File: src/rtl/conv_enc_pkg.sv
package conv_enc_pkg;
  // Default code: constraint length 3, two coded bits per data bit.
  localparam int unsigned CE_K    = 3;
  localparam int unsigned CE_NOUT = 2;
  // Tap vector per coded bit, bit k weights x(t-k); upper slice is the first bit.
  localparam logic [CE_NOUT*CE_K-1:0] CE_GENS = {3'b111, 3'b101};
endpackage

File: src/rtl/conv_enc_rst_sync.sv
module conv_enc_rst_sync (
  input  logic clk,
  input  logic arst_n,
  output logic rst_n_sync
);
  logic [1:0] sync_q;
  logic [1:0] sync_d;

  always_comb sync_d = {sync_q[0], 1'b1};

  always_ff @(posedge clk or negedge arst_n) begin
    if (!arst_n) sync_q <= '0;
    else         sync_q <= sync_d;
  end

  assign rst_n_sync = sync_q[1];
endmodule

File: src/rtl/conv_enc_state.sv
module conv_enc_state #(
  parameter int unsigned MEM = 2
) (
  input  logic           clk,
  input  logic           rst_n,
  input  logic           adv,
  input  logic           din,
  output logic [MEM-1:0] state
);
  // state[0] = x(t-1), state[MEM-1] = oldest bit held
  logic [MEM:0]   win;
  logic [MEM-1:0] state_d;

  assign win = {state, din};

  always_comb begin
    state_d = state;
    if (adv) state_d = win[MEM-1:0];
  end

  always_ff @(posedge clk or negedge rst_n) begin
    if (!rst_n) state <= '0;
    else        state <= state_d;
  end

  AST_STATE_HOLD: assert property (@(posedge clk) disable iff (!rst_n)
    !adv |=> $stable(state));
  AST_STATE_SHIFT: assert property (@(posedge clk) disable iff (!rst_n)
    adv |=> (state[0] == $past(din)));
endmodule

File: src/rtl/conv_enc_parity.sv
module conv_enc_parity #(
  parameter int unsigned K    = 3,
  parameter int unsigned NOUT = 2,
  parameter logic [NOUT*K-1:0] GENS = {3'b111, 3'b101}
) (
  input  logic [K-1:0]    win,
  output logic [NOUT-1:0] code
);
  for (genvar i = 0; i < NOUT; i++) begin : g_net
    assign code[i] = ^(win & GENS[i*K +: K]);
  end
endmodule

File: src/rtl/conv_enc_p2s.sv
module conv_enc_p2s #(
  parameter int unsigned NOUT = 2
) (
  input  logic            clk,
  input  logic            rst_n,
  input  logic            load,
  input  logic [NOUT-1:0] pair,
  output logic            ser_out,
  output logic            ser_valid,
  output logic            busy
);
  localparam int unsigned CW = (NOUT > 2) ? $clog2(NOUT) : 1;
  localparam int unsigned SW = NOUT - 1;

  logic [CW-1:0] cnt_q, cnt_d;
  logic [SW-1:0] sh_q, sh_d;

  assign busy      = (cnt_q != '0);
  assign ser_valid = busy | load;
  assign ser_out   = busy ? sh_q[SW-1] : pair[NOUT-1];

  always_comb begin
    cnt_d = cnt_q;
    sh_d  = sh_q;
    if (load) begin
      cnt_d = CW'(NOUT - 1);
      sh_d  = pair[SW-1:0];
    end else if (busy) begin
      cnt_d = cnt_q - CW'(1);
      sh_d  = sh_q << 1;
    end
  end

  always_ff @(posedge clk or negedge rst_n) begin
    if (!rst_n) begin
      cnt_q <= '0;
      sh_q  <= '0;
    end else begin
      cnt_q <= cnt_d;
      sh_q  <= sh_d;
    end
  end

  AST_LOAD_WHEN_IDLE: assert property (@(posedge clk) disable iff (!rst_n)
    load |-> !busy);
  AST_LOAD_STARTS_TAIL: assert property (@(posedge clk) disable iff (!rst_n)
    load |=> (busy && ser_valid));
  AST_TAIL_BIT: assert property (@(posedge clk) disable iff (!rst_n)
    load |=> (ser_out == $past(pair[SW-1])));
  AST_TAIL_ENDS: assert property (@(posedge clk) disable iff (!rst_n)
    (busy && cnt_q == CW'(1) && !load) |=> !busy);
endmodule

File: src/rtl/conv_enc_r2.sv
module conv_enc_r2 #(
  parameter int unsigned K    = conv_enc_pkg::CE_K,
  parameter int unsigned NOUT = conv_enc_pkg::CE_NOUT,
  parameter logic [NOUT*K-1:0] GENS = conv_enc_pkg::CE_GENS
) (
  input  logic            clk,
  input  logic            rst_n,
  input  logic            ser_mode,
  input  logic            in_valid,
  input  logic            in_bit,
  output logic            in_ready,
  output logic [NOUT-1:0] par_out,
  output logic            par_valid,
  output logic            ser_out,
  output logic            ser_valid
);
  localparam int unsigned MEM = K - 1;

  logic           rst_ns;
  logic           accept;
  logic           busy;
  logic [MEM-1:0] state;
  logic [K-1:0]   win;
  logic [NOUT-1:0] code;
  logic [NOUT-1:0] par_out_d;
  logic            par_valid_d;

  conv_enc_rst_sync u_rst (
    .clk        (clk),
    .arst_n     (rst_n),
    .rst_n_sync (rst_ns)
  );

  assign in_ready = !busy;
  assign accept   = in_valid & in_ready;
  assign win      = {state, in_bit};

  conv_enc_state #(.MEM(MEM)) u_state (
    .clk   (clk),
    .rst_n (rst_ns),
    .adv   (accept),
    .din   (in_bit),
    .state (state)
  );

  conv_enc_parity #(.K(K), .NOUT(NOUT), .GENS(GENS)) u_parity (
    .win  (win),
    .code (code)
  );

  conv_enc_p2s #(.NOUT(NOUT)) u_p2s (
    .clk       (clk),
    .rst_n     (rst_ns),
    .load      (accept & ser_mode),
    .pair      (code),
    .ser_out   (ser_out),
    .ser_valid (ser_valid),
    .busy      (busy)
  );

  always_comb begin
    par_out_d   = par_out;
    par_valid_d = accept;
    if (accept) par_out_d = code;
  end

  always_ff @(posedge clk or negedge rst_ns) begin
    if (!rst_ns) begin
      par_out   <= '0;
      par_valid <= 1'b0;
    end else begin
      par_out   <= par_out_d;
      par_valid <= par_valid_d;
    end
  end

  AST_PAR_AFTER_ACCEPT: assert property (@(posedge clk) disable iff (!rst_ns)
    accept |=> par_valid);
  AST_PAR_QUIET: assert property (@(posedge clk) disable iff (!rst_ns)
    !accept |=> (!par_valid && $stable(par_out)));
  AST_SER_THROTTLE: assert property (@(posedge clk) disable iff (!rst_ns)
    (accept && ser_mode) |=> !in_ready);
  AST_PAR_MODE_OPEN: assert property (@(posedge clk) disable iff (!rst_ns)
    (!ser_mode && in_ready) |=> (in_ready && !$rose(ser_valid)));
endmodule

File: config.mk
export PLATFORM = sky130hd
export DESIGN_NAME = conv_enc_r2
export DESIGN_NICKNAME = d
export VERILOG_FILES = /design/src/rtl/conv_enc_pkg.sv /design/src/rtl/conv_enc_rst_sync.sv /design/src/rtl/conv_enc_state.sv /design/src/rtl/conv_enc_parity.sv /design/src/rtl/conv_enc_p2s.sv /design/src/rtl/conv_enc_r2.sv
export SDC_FILE = /design/constraint.sdc
export NUM_CORES = 1
export LEC_CHECK = 0
export BUFFER_PORTS_ARGS = -buffer_cell sky130_fd_sc_hd__buf_2
export CORE_AREA = 2 2 39 41
export CTS_CLUSTER_DIAMETER = 30
export DETAILED_ROUTE_END_ITERATION = 8
export DIE_AREA = 0 0 41 43
export PLACE_DENSITY = 0.47
export SLEW_MARGIN = 20
export SYNTH_ARGS = -nofsm -noshare
export SYNTH_HDL_FRONTEND = slang
export SYNTH_HIERARCHICAL = 1
export SYNTH_SLANG_ARGS = --single-unit
File: constraint.sdc
create_clock -name clk -period 1.1 [get_ports clk]
set_input_delay 0 -clock clk [delete_from_list [all_inputs] [get_ports clk]]
set_output_delay 0 -clock clk [all_outputs]
set_load 0.01 [all_outputs]
# Word-level counts from Yosys, hierarchy flattened
# Index checks and enable logic that the tools add are counted.
# op_classes
n_addsub	1
muxes	5
bitwise	3
reduce_logical	4
# op_table
op	n
$reduce_xor A3 Y1	2
$mux W1	5
$and A1 B1 Y1	2
$reduce_bool A2 Y1	1
$logic_not A1 Y1	1
$or A1 B1 Y1	1
$sub A1 B1 Y1 const B	1
# word_totals
register_bits	9
input_bits	5
output_inout_bits	6
elab_cells	19

# Logic depth before layout (Yosys ltp)
# depth
depth_word	4
ltp_mapped	4
mapped_depth_nobuf	4

# Modules after synthesis
# Netlist, hierarchy kept.
# by_module_without_submodules
mod	instances	cells_per_inst	area_each_um2	seq_area_each_um2
conv_enc_r2	1	8	130.1	75.1
conv_enc_p2s	1	7	86.3	50.0
conv_enc_state	1	4	72.6	50.0
conv_enc_rst_sync	1	3	53.8	50.0
conv_enc_parity	1	2	32.5	0.0

# Worst setup path after synthesis
# OpenSTA, ideal clock, no wires.
# synth_timing
path_type	reg2reg
start	register u_state.state[1]
end	register par_out[1]
arrival_ns	1.018
required_ns	0.975
path_slack_ns	-0.044
stages_incl_launch_ff	3
n_path_buf	0
cell_sequence	dfrtp_1 -> xor3_1 -> mux2_4
# synth_between
elab_chain_cells	1
# synth_lines
element	line_no	text
from (decl)	conv_enc_state.sv:8	output logic [MEM-1:0] state
from (signal assigned)	conv_enc_state.sv:23	else state <= state_d;
$reduce_xor A3 Y1	conv_enc_parity.sv:10	assign code[i] = ^(win & GENS[i*K +: K]);
via code[1]	conv_enc_r2.sv:24	logic [NOUT-1:0] code;
to (signal assigned)	conv_enc_r2.sv:72	par_out <= par_out_d;
to (decl)	conv_enc_r2.sv:12	output logic [NOUT-1:0] par_out,
# The timed path passes the listed nets, and every way through them passes these cells.
# A chain may end at the register's enable or synchronous reset.

# Worst setup path after layout
# layout_timing
start	register u_state.state[0]
end	output ser_out
# layout_between
elab_chain_cells	2
# layout_lines
element	line_no	text
$reduce_xor A3 Y1	conv_enc_parity.sv:10	
via code[1]	conv_enc_r2.sv:24	
$mux W1	conv_enc_p2s.sv:20	assign ser_out = busy ? sh_q[SW-1] : pair[NOUT-1];
to (decl)	conv_enc_r2.sv:14	output logic ser_out,
# The timed path passes the listed nets, and every way through them passes these cells.

==> flow_summary_export.csv <==
group,metric,value,unit
outcome,violations,"setup timing",
grt,grt_pass1_vias,288,
synth,ys_top_cells_by_count,"dfrtp_1, mux2_4, mux2_2",
grt,antenna_found_initial,0,
synth,yosysUniqueCellTypes,13,
worst_setup_path,cp_max_fo,2,
job,maxCapViolations,0,
synth,syn_avg_cell_area,15.64,µm²
clock_tree,root_buffer,"clkbuf_4",
power,peakVddDrop,0.0005750,V
timing,period_share,1.305,
worst_setup_path,setup.worst_path.end_class,"primary output",
timing,fin_crit,1.436,ns
routing,dr.pass1.iters,2,
grt,grt_max_degree,8,
timing,tns,-0.4574,ns
timing,clock.fmax,696.6,MHz
synth,synthCells,24,
die,ios,11,
timing,final_max_slew_viol_count,0,
power,p_leak,0.0002760,µW
synth,ys_seq_area_frac,0.6000,
grt,gr-total-overflow,0,
synth,synth_area,375.4,µm²
clock_tree,cts_buffer_depth,2,
power,finalPower,973.3,µW
synth,syn_nets,29,
synth,synthMostInstantiatedCell,"dfrtp_1",
worst_setup_path,crit_arrival,1.44,ns
die,core_area,1384,µm²
grt,grt_pass1_wl,1159,µm
clock_tree,cts_buffers,3,
grt,grt_use_met2,0.1438,
synth,synth_top_cell_area_share,0.6000,
grt,grt_usage,0.1038,
timing,fin_ws,-0.3355,ns
routing,num_vias,239,
place,dp_slack,-0.07348,ns
routing,drc_errors,0,
routing,viasPerCell,4.051,
die,fp-row-count,14,
place,placed_area,460.4,µm²
synth,synth.area.top_cells,"dfrtp_1, mux2_4, xor3_1",
routing,drt-initial-drc-count,2,
timing,skew,0.0007162,ns
synth,yosysWarnings,6,
die,initial_core_util,0.2712,
cells_and_area,final_nets,49,
routing,ant_nets,0,
synth,synth_edf_count,0,
cells_and_area,drive_gt1_frac,0.5581,
timing,finalSetupViolCount,3,
die,fp.dieH,43,µm
synth,synthArstFlopShare,1.000,
synth,ys_seq_elements,9,
clock_tree,clkLatencyLatePin,0.26,ns
routing,wirelength,639,µm
power,powerDensity,1822,nW/µm²
grt,grt.met3_usage,0.03141,
routing,route.detailed.wl_per_inst,10.83,µm
worst_setup_path,worstSetupStartpointType,"flop",
clock_tree,numClockSinks,9,
die,die_x,41,µm
outcome,status,"finished, violations left",
synth,yosys.area.top_type,"dfrtp_1",
grt,grt_util_met1,0.1174,
worst_setup_path,cp_data_required_time,1.10,ns
grt,top_usage_layer,"met2",
clock_tree,cts_tree,"yes",
min_path,hold_path.class,"primary input to flop",
synth,synth_ff_type,"dfrtp_1",
cells_and_area,diodes,0,
clock_tree,ctsHtreeMaxLevel,1,
clock_tree,clk_pin_slew,0.06,ns
place,gp_congestion,0.7120,
timing,hold_viol,0,
cells_and_area,syn_to_final_growth,42.33,%
worst_setup_path,path_class,"flop to primary output",
die,dieArea,1763,µm²
place,port_buffers,10,
timing,rsz0062_at_grt,"yes",
cells_and_area,fin_area,534.3,µm²
per-stage QoR:
step,hold WS [ns],std cells,utilization
floorplan,-0.2956,24,-
global placement,-0.2153,52,0.3327
detailed placement,-0.2130,52,0.3327
CTS,0.02439,59,0.3861
global route,0.04218,59,0.3861
finish,0.03807,59,0.3861
worst max-delay path, cell delays in order, from the launching register on:
cell and delay [ns]:
dfrtp_1 0.34, xor3_1 0.42, mux2_4 0.29, buf_6 0.12
logic make-up (layout without fill, tap and decap cells):
logic type / count (synthesis) / count (layout) / share of synthesized area
DFF: 9 / 9 / 0.6000
muxes: 5 / 5 / 0.1800
and+or+nand+nor: 5 / 5 / 0.1000
xor gates and xnor gates: 2 / 2 / 0.08666
other: 1 / 1 / 0.009990
AOI/OAI and AO/OA: 1 / 1 / 0.01332
buffers and inverters: 1 / 20 / 0.009990
report_power, final:
part / switching, µW / total [µW] / internal (µW) / leakage (µW)
logic: 100 / 288 / 188 / 0.000153
registers: 41.3 / 431 / 390 / 0.000108
clock network: 114 / 254 / 140 / 0.0000150
total: 256 / 973 / 717 / 0.000276
registers in the layout (all words and copies together), names as in the netlist:
name / count
u_state/state: 2
par_valid: 1
par_out: 2
u_rst/sync_q: 2
u_p2s/sh_q: 1
u_p2s/busy: 1
what timing repair did:
action	CTS	global route
hold buffers	1	0
resized for setup	6	0
hold endpoints to repair	2	0
endpoints found under the setup margin	3	6
setup buffers	2	0
pin swaps	1	0
layer usage:
| metal | share of wire | up-vias |
|---|---|---|
| met5 | 0 | - |
| met4 | 0.033 | 0 |
| met3 | 0.081 | 2 |
| met2 | 0.44 | 11 |
| met1 | 0.44 | 111 |
| li1 | - | 115 |
layout make-up:
cell class | count | area, µm²
clock buffers | 4 | 26.28
fillers | 145 | 849.6
inverters | 1 | 3.754
multi-input cells | 14 | 155.1
flip-flops and latches | 9 | 225.2
well taps | 16 | 20.02
repair buffers | 15 | 103.9
path summary, 6_finish.rpt:
kind | cells past startpoint | endpoint | slack (ns) | from
setup reg to reg | 2 | par_out[1] | -0.04 | u_state/state[0]
setup / recovery | 3 | ser_out | -0.34 | u_state/state[0]
max in group asynchronous | 0 | par_out[0] | 0.77 | u_rst/sync_q[1]
min in group asynchronous | 2 | u_rst/sync_q[0] | 0.05 | rst_n
hold / removal | 2 | u_state/state[0] | 0.04 | in_bit
hold reg to reg | 0 | par_out[1] | 0.11 | u_rst/sync_q[1]
cells in the final DEF, fill, tap and decap left out:
| master | n |
|---|---|
| mux2_4 | 5 |
| xor2_1 | 1 |
| inv_1 | 1 |
| clkbuf_4 | 3 |
| clkbuf_1 | 1 |
| and2_4 | 1 |
| xor3_1 | 1 |
| nand2b_1 | 1 |
| buf_4 | 2 |
| nand2_1 | 1 |
| buf_6 | 3 |
| o21ai_1 | 1 |
| conb_1 | 1 |
| buf_2 | 9 |
| dlygate4sd3_1 | 1 |
| or2_1 | 1 |
| dfrtp_1 | 9 |
| nor2b_4 | 1 |
Note: power is estimated with default switching activity, not from simulation.
